`src/rtl/div_pkg.sv`:
```
package div_pkg;

    typedef enum logic [1:0] {
        ST_IDLE  = 2'd0,
        ST_SETUP = 2'd1,
        ST_ITER  = 2'd2,
        ST_FIX   = 2'd3
    } div_state_e;

    typedef struct packed {
        logic neg_q;   // quotient must be negated
        logic neg_r;   // remainder must be negated
        logic dz;      // divisor was zero
    } div_flags_t;

endpackage

```
`src/rtl/div_prescan.sv`:
```
module div_prescan #(
    parameter int W      = 32,
    parameter int BYTE_W = 8,
    parameter int CNT_W  = $clog2(W + 1)
) (
    input  logic [W-1:0]     mag,
    output logic [CNT_W-1:0] skip
);
    localparam int NB   = W / BYTE_W;
    localparam int MAXK = NB - 1;

    logic [MAXK:1] top_zero;

    generate
        for (genvar k = 1; k <= MAXK; k++) begin : g_zb
            assign top_zero[k] = ~|mag[W-1 -: k*BYTE_W];
        end
    endgenerate

    // largest run of leading zero bytes wins; one bit kept as a guard zero
    always_comb begin
        skip = '0;
        for (int k = 1; k <= MAXK; k++) begin
            if (top_zero[k]) skip = CNT_W'(k * BYTE_W - 1);
        end
    end
endmodule

```
`src/rtl/div_step.sv`:
```
module div_step #(
    parameter int W = 32
) (
    input  logic [W-1:0] rem_in,
    input  logic [W-1:0] q_in,
    input  logic [W-1:0] dvsr,
    output logic [W-1:0] rem_out,
    output logic [W-1:0] q_out
);
    logic [W:0] shifted;
    logic [W:0] diff;

    always_comb begin
        shifted = {rem_in, q_in[W-1]};
        diff    = shifted - {1'b0, dvsr};
        if (!diff[W]) begin
            rem_out = diff[W-1:0];
            q_out   = {q_in[W-2:0], 1'b1};
        end else begin
            rem_out = shifted[W-1:0];
            q_out   = {q_in[W-2:0], 1'b0};
        end
    end
endmodule

```
`src/rtl/div_sign_fix.sv`:
```
module div_sign_fix
    import div_pkg::*;
#(
    parameter int W = 32
) (
    input  logic [W-1:0] q_mag,
    input  logic [W-1:0] r_mag,
    input  logic [W-1:0] dvd_raw,
    input  div_flags_t   flags,
    output logic [W-1:0] q_out,
    output logic [W-1:0] r_out
);
    always_comb begin
        if (flags.dz) begin
            q_out = '1;
            r_out = dvd_raw;
        end else begin
            q_out = flags.neg_q ? (~q_mag + W'(1)) : q_mag;
            r_out = flags.neg_r ? (~r_mag + W'(1)) : r_mag;
        end
    end
endmodule

```
`src/rtl/div_early_exit.sv`:
```
module div_early_exit
    import div_pkg::*;
#(
    parameter int W      = 32,
    parameter int BYTE_W = 8
) (
    input  logic         clk,
    input  logic         rst,
    input  logic         start,
    input  logic         is_signed,
    input  logic [W-1:0] dividend,
    input  logic [W-1:0] divisor,
    input  logic         abort,
    output logic         busy,
    output logic         stall,
    output logic         done,
    output logic [W-1:0] quotient,
    output logic [W-1:0] remainder
);
    localparam int CNT_W = $clog2(W + 1);

    div_state_e       st;
    div_flags_t       flags;
    logic [W-1:0]     dvd_raw;
    logic [W-1:0]     dvsr_r;
    logic [W-1:0]     rem_r;
    logic [W-1:0]     q_r;
    logic [CNT_W-1:0] cnt;
    logic [CNT_W-1:0] skip;
    logic [W-1:0]     rem_nx, q_nx;
    logic [W-1:0]     q_fin, r_fin;
    logic             a_neg, b_neg;
    logic [W-1:0]     mag_a, mag_b;

    assign busy  = (st != ST_IDLE);
    assign stall = start && busy;

    always_comb begin
        a_neg = is_signed && dividend[W-1];
        b_neg = is_signed && divisor[W-1];
        mag_a = a_neg ? (~dividend + W'(1)) : dividend;
        mag_b = b_neg ? (~divisor + W'(1)) : divisor;
    end

    div_prescan #(.W(W), .BYTE_W(BYTE_W), .CNT_W(CNT_W)) prescan_i (
        .mag  (q_r),
        .skip (skip)
    );

    div_step #(.W(W)) step_i (
        .rem_in  (rem_r),
        .q_in    (q_r),
        .dvsr    (dvsr_r),
        .rem_out (rem_nx),
        .q_out   (q_nx)
    );

    div_sign_fix #(.W(W)) fix_i (
        .q_mag   (q_r),
        .r_mag   (rem_r),
        .dvd_raw (dvd_raw),
        .flags   (flags),
        .q_out   (q_fin),
        .r_out   (r_fin)
    );

    always_ff @(posedge clk) begin
        if (rst) begin
            st        <= ST_IDLE;
            flags     <= '0;
            dvd_raw   <= '0;
            dvsr_r    <= '0;
            rem_r     <= '0;
            q_r       <= '0;
            cnt       <= '0;
            quotient  <= '0;
            remainder <= '0;
            done      <= 1'b0;
        end else begin
            done <= 1'b0;
            if (busy && abort) begin
                st <= ST_IDLE;
            end else begin
                unique case (st)
                    ST_IDLE: begin
                        if (start) begin
                            dvd_raw     <= dividend;
                            flags.neg_q <= a_neg ^ b_neg;
                            flags.neg_r <= a_neg;
                            flags.dz    <= (divisor == '0);
                            q_r         <= mag_a;
                            dvsr_r      <= mag_b;
                            rem_r       <= '0;
                            st          <= ST_SETUP;
                        end
                    end
                    ST_SETUP: begin
                        if (flags.dz) begin
                            st <= ST_FIX;
                        end else begin
                            q_r <= q_r << skip;
                            cnt <= CNT_W'(W) - skip;
                            st  <= ST_ITER;
                        end
                    end
                    ST_ITER: begin
                        q_r   <= q_nx;
                        rem_r <= rem_nx;
                        cnt   <= cnt - CNT_W'(1);
                        if (cnt == CNT_W'(1)) st <= ST_FIX;
                    end
                    ST_FIX: begin
                        quotient  <= q_fin;
                        remainder <= r_fin;
                        done      <= 1'b1;
                        st        <= ST_IDLE;
                    end
                    default: st <= ST_IDLE;
                endcase
            end
        end
    end

    a_r4_done_pulse: assert property (@(posedge clk) disable iff (rst)
        done |=> !done);

    a_r4_hold_results: assert property (@(posedge clk) disable iff (rst)
        !done |-> ($stable(quotient) && $stable(remainder)));

    a_r5_accept_only_idle: assert property (@(posedge clk) disable iff (rst)
        $rose(busy) |-> ($past(start) && !$past(busy)));

    a_r6_abort_clears: assert property (@(posedge clk) disable iff (rst)
        (busy && abort) |=> (!busy && !done));

    a_r7_zero_bypass: assert property (@(posedge clk) disable iff (rst)
        (st == ST_SETUP && flags.dz && !abort) |=> (st == ST_FIX));

    a_r3_count_live: assert property (@(posedge clk) disable iff (rst)
        (st == ST_ITER) |-> (cnt != '0 && cnt <= CNT_W'(W)));

    a_r1_rem_bound: assert property (@(posedge clk) disable iff (rst)
        (st == ST_ITER) |-> (rem_r < dvsr_r));

endmodule

```
`config.mk`:
```
export PLATFORM = sky130hd
export DESIGN_NAME = div_early_exit
export DESIGN_NICKNAME = d
export VERILOG_FILES = /design/src/rtl/div_pkg.sv /design/src/rtl/div_prescan.sv /design/src/rtl/div_step.sv /design/src/rtl/div_sign_fix.sv /design/src/rtl/div_early_exit.sv
export SDC_FILE = /design/constraint.sdc
export NUM_CORES = 1
export LEC_CHECK = 0
export ABC_AREA = 1
export CAP_MARGIN = 0
export CORE_ASPECT_RATIO = 1.4
export CORE_MARGIN = 2
export CORE_UTILIZATION = 58
export CTS_CLUSTER_DIAMETER = 150
export CTS_CLUSTER_SIZE = 28
export DETAILED_ROUTE_END_ITERATION = 10
export PLACE_DENSITY = 0.8
export SYNTH_ARGS = -nofsm -noshare
export SYNTH_HDL_FRONTEND = slang
export SYNTH_SLANG_ARGS = --single-unit
```
`constraint.sdc`:
```
create_clock -name clk -period 5 [get_ports clk]
set_clock_uncertainty 0.05 [all_clocks]
set_input_delay 1.25 -clock clk [delete_from_list [all_inputs] [get_ports clk]]
set_output_delay 1.25 -clock clk [all_outputs]
set_load 0.05 [all_outputs]
```
==> flow_summary.json, run 1 <==
{
  "status": "complete, no violations",
  "ctsHoldBuffers": 0,
  "hold_class": "register to register",
  "crit_path_max_incr_delay_ps": 810,
  "num_antenna_cells": 0,
  "start_util_pct": 58.6,
  "grt_max_degree": 89,
  "nNetsFinal": 2808,
  "cts.sinks": 204,
  "io_buffers": 135,
  "cts_setup_buffers": 0,
  "grt_first_pass_wirelength_um": 85700,
  "drt_wl_total_um": 55800,
  "dp_hpwl_um": 42800,
  "vias": 17600,
  "post-synth-top-area-cell": "dfxtp_1",
  "yosys.area_share.simple_pct": 35.8,
  "synth_seq_cells": 204,
  "setup_viol": 0,
  "p_sw_uw": 3670,
  "dp.cells": 3047,
  "synth_cells": 2641,
  "synth_compound_area_share_pct": 18.6,
  "finalHoldViolations": 0,
  "fin_ws_ps": 1020,
  "arrival_ps": 2680,
  "clkPwrFrac_pct": 14.0,
  "total_power_uw": 7090,
  "detail_route.vias_per_cell": 5.76,
  "syn_area_um2": 15700,
  "layout.cells.non_filler": 3059,
  "end_kind": "primary output",
  "rows": 71,
  "worstSetupPathType": "input pin to primary output",
  "drtIter0Drc": 1569,
  "cts_buffer_depth": 3,
  "die-area_um2": 28400,
  "layout-drive-gt1-share_pct": 4.79,
  "cts_tree": "yes",
  "io_pins": 136,
  "gp_congestion": 1.04,
  "path_cells": "clkdlybuf4s50_1 > inv_1 > nor2_1 > clkdlybuf4s50_1",
  "finalSetupTns_ps": 0,
  "min_period_ps": 3980,
  "drc": 0,
  "chipHeight_um": 199,
  "synthArstFlopShare_pct": 0,
  "p_leak_uw": 0.00827,
  "synth_fp_nets": 2754,
  "path_common_cell": "clkdlybuf4s50_1",
  "power.density_nw_per_um2": 407,
  "start_kind": "input pin",
  "dp_slack_ps": 1020,
  "max_slew_margin_pct": 22.6,
  "synth_xor_xnor_area_share_pct": 3.52,
  "synth-edff-count": 0,
  "p_int_uw": 3420,
  "ys_top_cells_by_area": "dfxtp_1, nand2_1, inv_1",
  "antenna_found_initial": 0,
  "yosysSeqAreaShare_pct": 26.1,
  "htree_levels": 1,
  "synth_fa_ha_area_share_pct": 3.56,
  "peakVddDrop_v": 0.000493,
  "area_delta_synth_final_pct": 11.1,
  "final_max_slew_viol_count": 0,
  "combPwrFrac_pct": 53.5,
  "cts_resized": 0,
  "synthMuxAreaShare_pct": 0,
  "track_usage_pct": 38.5,
  "seqPwrFrac_pct": 32.5,
  "core_area_um2": 26700,
  "overflow": 0,
  "rsz0062_at_grt": "no",
  "cap_viol_max_count": 0,
  "synth_warnings": 0,
  "drtPass1Iterations": 6,
  "postRouteAntennaNets": 0,
  "required_ps": 3700,
  "fmaxAchievable_mhz": 251,
  "worstSkewPairLatency_ps": 490,
  "ys_types": 49,
  "crit_fanout": 2,
  "critPathSlowestCell": "clkdlybuf4s50_1",
  "p_sw_share_pct": 51.8,
  "path_clk_slew_ps": 100,
  "cts_buffers": 11,
  "synth_top_family_by_area": "simple AND/OR/NAND/NOR gates",
  "syn_area_per_cell_um2": 5.93,
  "routedWlPerCell_um": 18.2,
  "cts_root_buffer": "clkbuf_16",
  "synth.most_common_cell": "nand2_1",
  "netlist.area_leader.share_pct": 26.1,
  "dieWidth_um": 143,
  "tightest_slew_ps": 1160,
  "post-route-period-util_pct": 79.7,
  "grt_pass1_vias": 16400,
  "ys.flop_type": "dfxtp_1",
  "synthTopCellsByCount": "nand2_1, inv_1, nor2_1, a21oi_1, o21ai_0"
}
==> stage by stage <==
| step | area (um2) | utilization, % | hold slack (ps) |
|---|---|---|---|
| 2_1_floorplan | 15700 | - | 395 |
| 3_3_place_gp | 17100 | 64.0 | 407 |
| 3_5_place_dp | 17100 | 64.0 | 408 |
| 4_1_cts | 17400 | 65.1 | 424 |
| 5_1_grt | 17400 | 65.1 | 445 |
| 6_report | 17400 | 65.1 | 425 |
==> layout make-up <==
class | count | area [um2]
tap | 365 | 457
clock buffer | 11 | 275
fill | 2575 | 9320
clock inverter | 1 | 20.0
inverter | 397 | 1490
sequential | 204 | 4080
multi-input combinational | 1932 | 9640
timing repair buffer | 149 | 1450
==> critical path, delay by kind of cell <==
kind	cells	cell delay, ps
buffers and inverters	3	1350
AND/OR/NAND/NOR	1	90
==> per-layer routing <==
metal	vias up	routed length [um]	GRT usage, %
li1	8592	-	-
met1	8029	20200	42.1
met2	778	27400	68.2
met3	219	3570	4.91
met4	0	4620	27.2
met5	-	0	0
==> power by group through the flow <==
stage	Sequential (uW)	Clock, uW	Combinational, uW
2_1_floorplan	2230	0	2630
3_3_place_gp	2300	0	3640
3_5_place_dp	2310	0	3680
4_1_cts	2270	991	3700
5_1_grt	2320	1040	4170
6_report	2300	993	3800
==> kinds of logic after synthesis <==
kind of cell    count (synthesis)
fa+ha+maj                      44
flops                         204
buf+inv                       505
compound gates                532
xor+xnor                       63
simple gates                 1293
==> state kept, by name (all words and copies together), names as in the netlist <==
signal	flops
cnt	6
done	1
dvd_raw	32
dvsr_r	32
flags	3
q_r	32
quotient	32
rem_r	32
remainder	32
st	2
==> path summary, 6_finish.rpt <==
kind	startpoint	end	slack (ps)	depth (start not counted)
max	start	stall	1020	4
min	remainder[29]	remainder[29]	420	2
max reg2reg	q_r[26]	q_r[19]	1930	12
min reg2reg	remainder[29]	remainder[29]	420	2
==> placed cells by master (no fill, tap or decap), drive strengths merged, types with 18 or more instances in the layout <==
master         instances
nand4                 33
nand3                217
nor2                 238
a31oi                 18
clkdlybuf4s50        134
a21oi                232
inv                  395
nand2                751
xor2                  48
dfxtp                204
o211ai                25
ha                    43
nor3                  31
o21ai                223
Note: power is estimated with default switching activity, not from simulation.
==> run 2, diff against run 1 <==
- clock period: 5 -> 3.7 ns (I/O delays scaled with it)
==> flow_summary.json, run 2 (same netlist as run 1, synthesis figures left out) <==
{
  "status": "complete, no violations",
  "die-area_um2": 28400,
  "cts_buffer_depth": 3,
  "path_clk_slew_ps": 110,
  "layout_common_cells": "nand2_1, inv_1, nor2_1",
  "p_leak_uw": 0.00838,
  "arrival_ps": 2220,
  "grt_max_degree": 101,
  "grt_first_pass_wirelength_um": 89600,
  "hold_class": "register to register",
  "detail_route.vias_per_cell": 5.83,
  "worstSkewPairLatency_ps": 490,
  "postRouteAntennaNets": 0,
  "num_antenna_cells": 0,
  "peakVddDrop_v": 0.000872,
  "cts.sinks": 204,
  "end_kind": "primary output",
  "cts_tree": "yes",
  "crit_fanout": 6,
  "setup_viol": 0,
  "vias": 17900,
  "rsz0062_at_grt": "no",
  "layout-drive-gt1-share_pct": 5.56,
  "dp_hpwl_um": 44700,
  "final_common_cell": "nand2_1",
  "required_ps": 2720,
  "cap_viol_max_count": 0,
  "chipHeight_um": 199,
  "start_kind": "register",
  "final_max_slew_viol_count": 0,
  "max_slew_margin_pct": 37.0,
  "start_util_pct": 58.6,
  "drc": 0,
  "htree_levels": 1,
  "rows": 71,
  "drtPass1Iterations": 7,
  "io_pins": 136,
  "ctsHoldBuffers": 0,
  "layout.cells.non_filler": 3080,
  "finalSetupTns_ps": 0,
  "cts_resized": 0,
  "drtIter0Drc": 1737,
  "overflow": 0,
  "utilization_pct": 65.8,
  "tightest_slew_ps": 944,
  "cts_root_buffer": "clkbuf_16",
  "gp_congestion": 1.01,
  "routedWlPerCell_um": 18.9,
  "antenna_found_initial": 0,
  "grt_pass1_vias": 16900,
  "core_area_um2": 26700,
  "fmaxAchievable_mhz": 313,
  "dieWidth_um": 143,
  "cts_buffers": 11,
  "drt_wl_total_um": 58300,
  "power.density_nw_per_um2": 554,
  "post-route-period-util_pct": 86.4,
  "track_usage_pct": 40.4,
  "dp.cells": 3068,
  "worstSetupPathType": "register to primary output",
  "min_period_ps": 3200,
  "area_delta_synth_final_pct": 12.2,
  "cts_setup_buffers": 0,
  "nNetsFinal": 2829,
  "io_buffers": 135,
  "finalHoldViolations": 0
}
==> run 2: cell types whose count changed in the layout (fill, tap and decap cells not counted), sizes merged <==
cell / change
clkdlybuf4s50: -1
buf: +22
==> run 2: area by class of cell <==
type / count / area, um2
timing repair buffer: 170 / 1620
clock buffer: 11 / 275
fill: 2568 / 9150
tap: 365 / 457
clock inverter: 1 / 20.0
sequential: 204 / 4080
multi-input combinational: 1932 / 9640
inverter: 397 / 1490
==> run 2: path summary, 6_finish.rpt <==
check	to	slack, ps	cells past startpoint	startpoint
worst max-delay path	busy	500	4	st[0]
worst max register to register	rem_r[27]	750	17	q_r[31]
worst min-delay path	remainder[29]	420	2	remainder[29]
worst min register to register	remainder[29]	420	2	remainder[29]
==> run 2: layer usage <==
metal  GRT usage, %  wire (um)  part of all wire (%)
met1           43.8      20500                    35
met2           69.0      27700                    47
met3           6.96       4550                   7.8
met4           31.9       5560                   9.5
met5              0          0                     0
==> run 2: through the flow <==
stage                     area [um2]  power, uW  setup slack [ps]  hold WS (ps)
after detailed placement       17300       8260               447           407
after global placement         17300       8180               442           402
final                          17600       9740               504           424
after CTS                      17600       9570               500           423
after global routing           17600      10300               435           441
after floorplan                15700       6570              1120           395
==> run 2: worst max-delay path, stage by stage, from the launching register on <==
cell,delay [ps]
dfxtp_1,440
inv_1,90
ha_1,260
inv_1,110
clkdlybuf4s50_1,830
==> run 2: report_power, final <==
| group | total [uW] | internal [uW] | switching (uW) |
|---|---|---|---|
| registers | 3010 | 2590 | 423 |
| logic | 5400 | 1550 | 3850 |
| clock network | 1320 | 555 | 768 |
==> run 3, diff against run 2 <==
- SLEW_MARGIN: not set -> 20
==> results of run 3 <==
The final DEF is identical to that of run 2; final timing and power are the same.
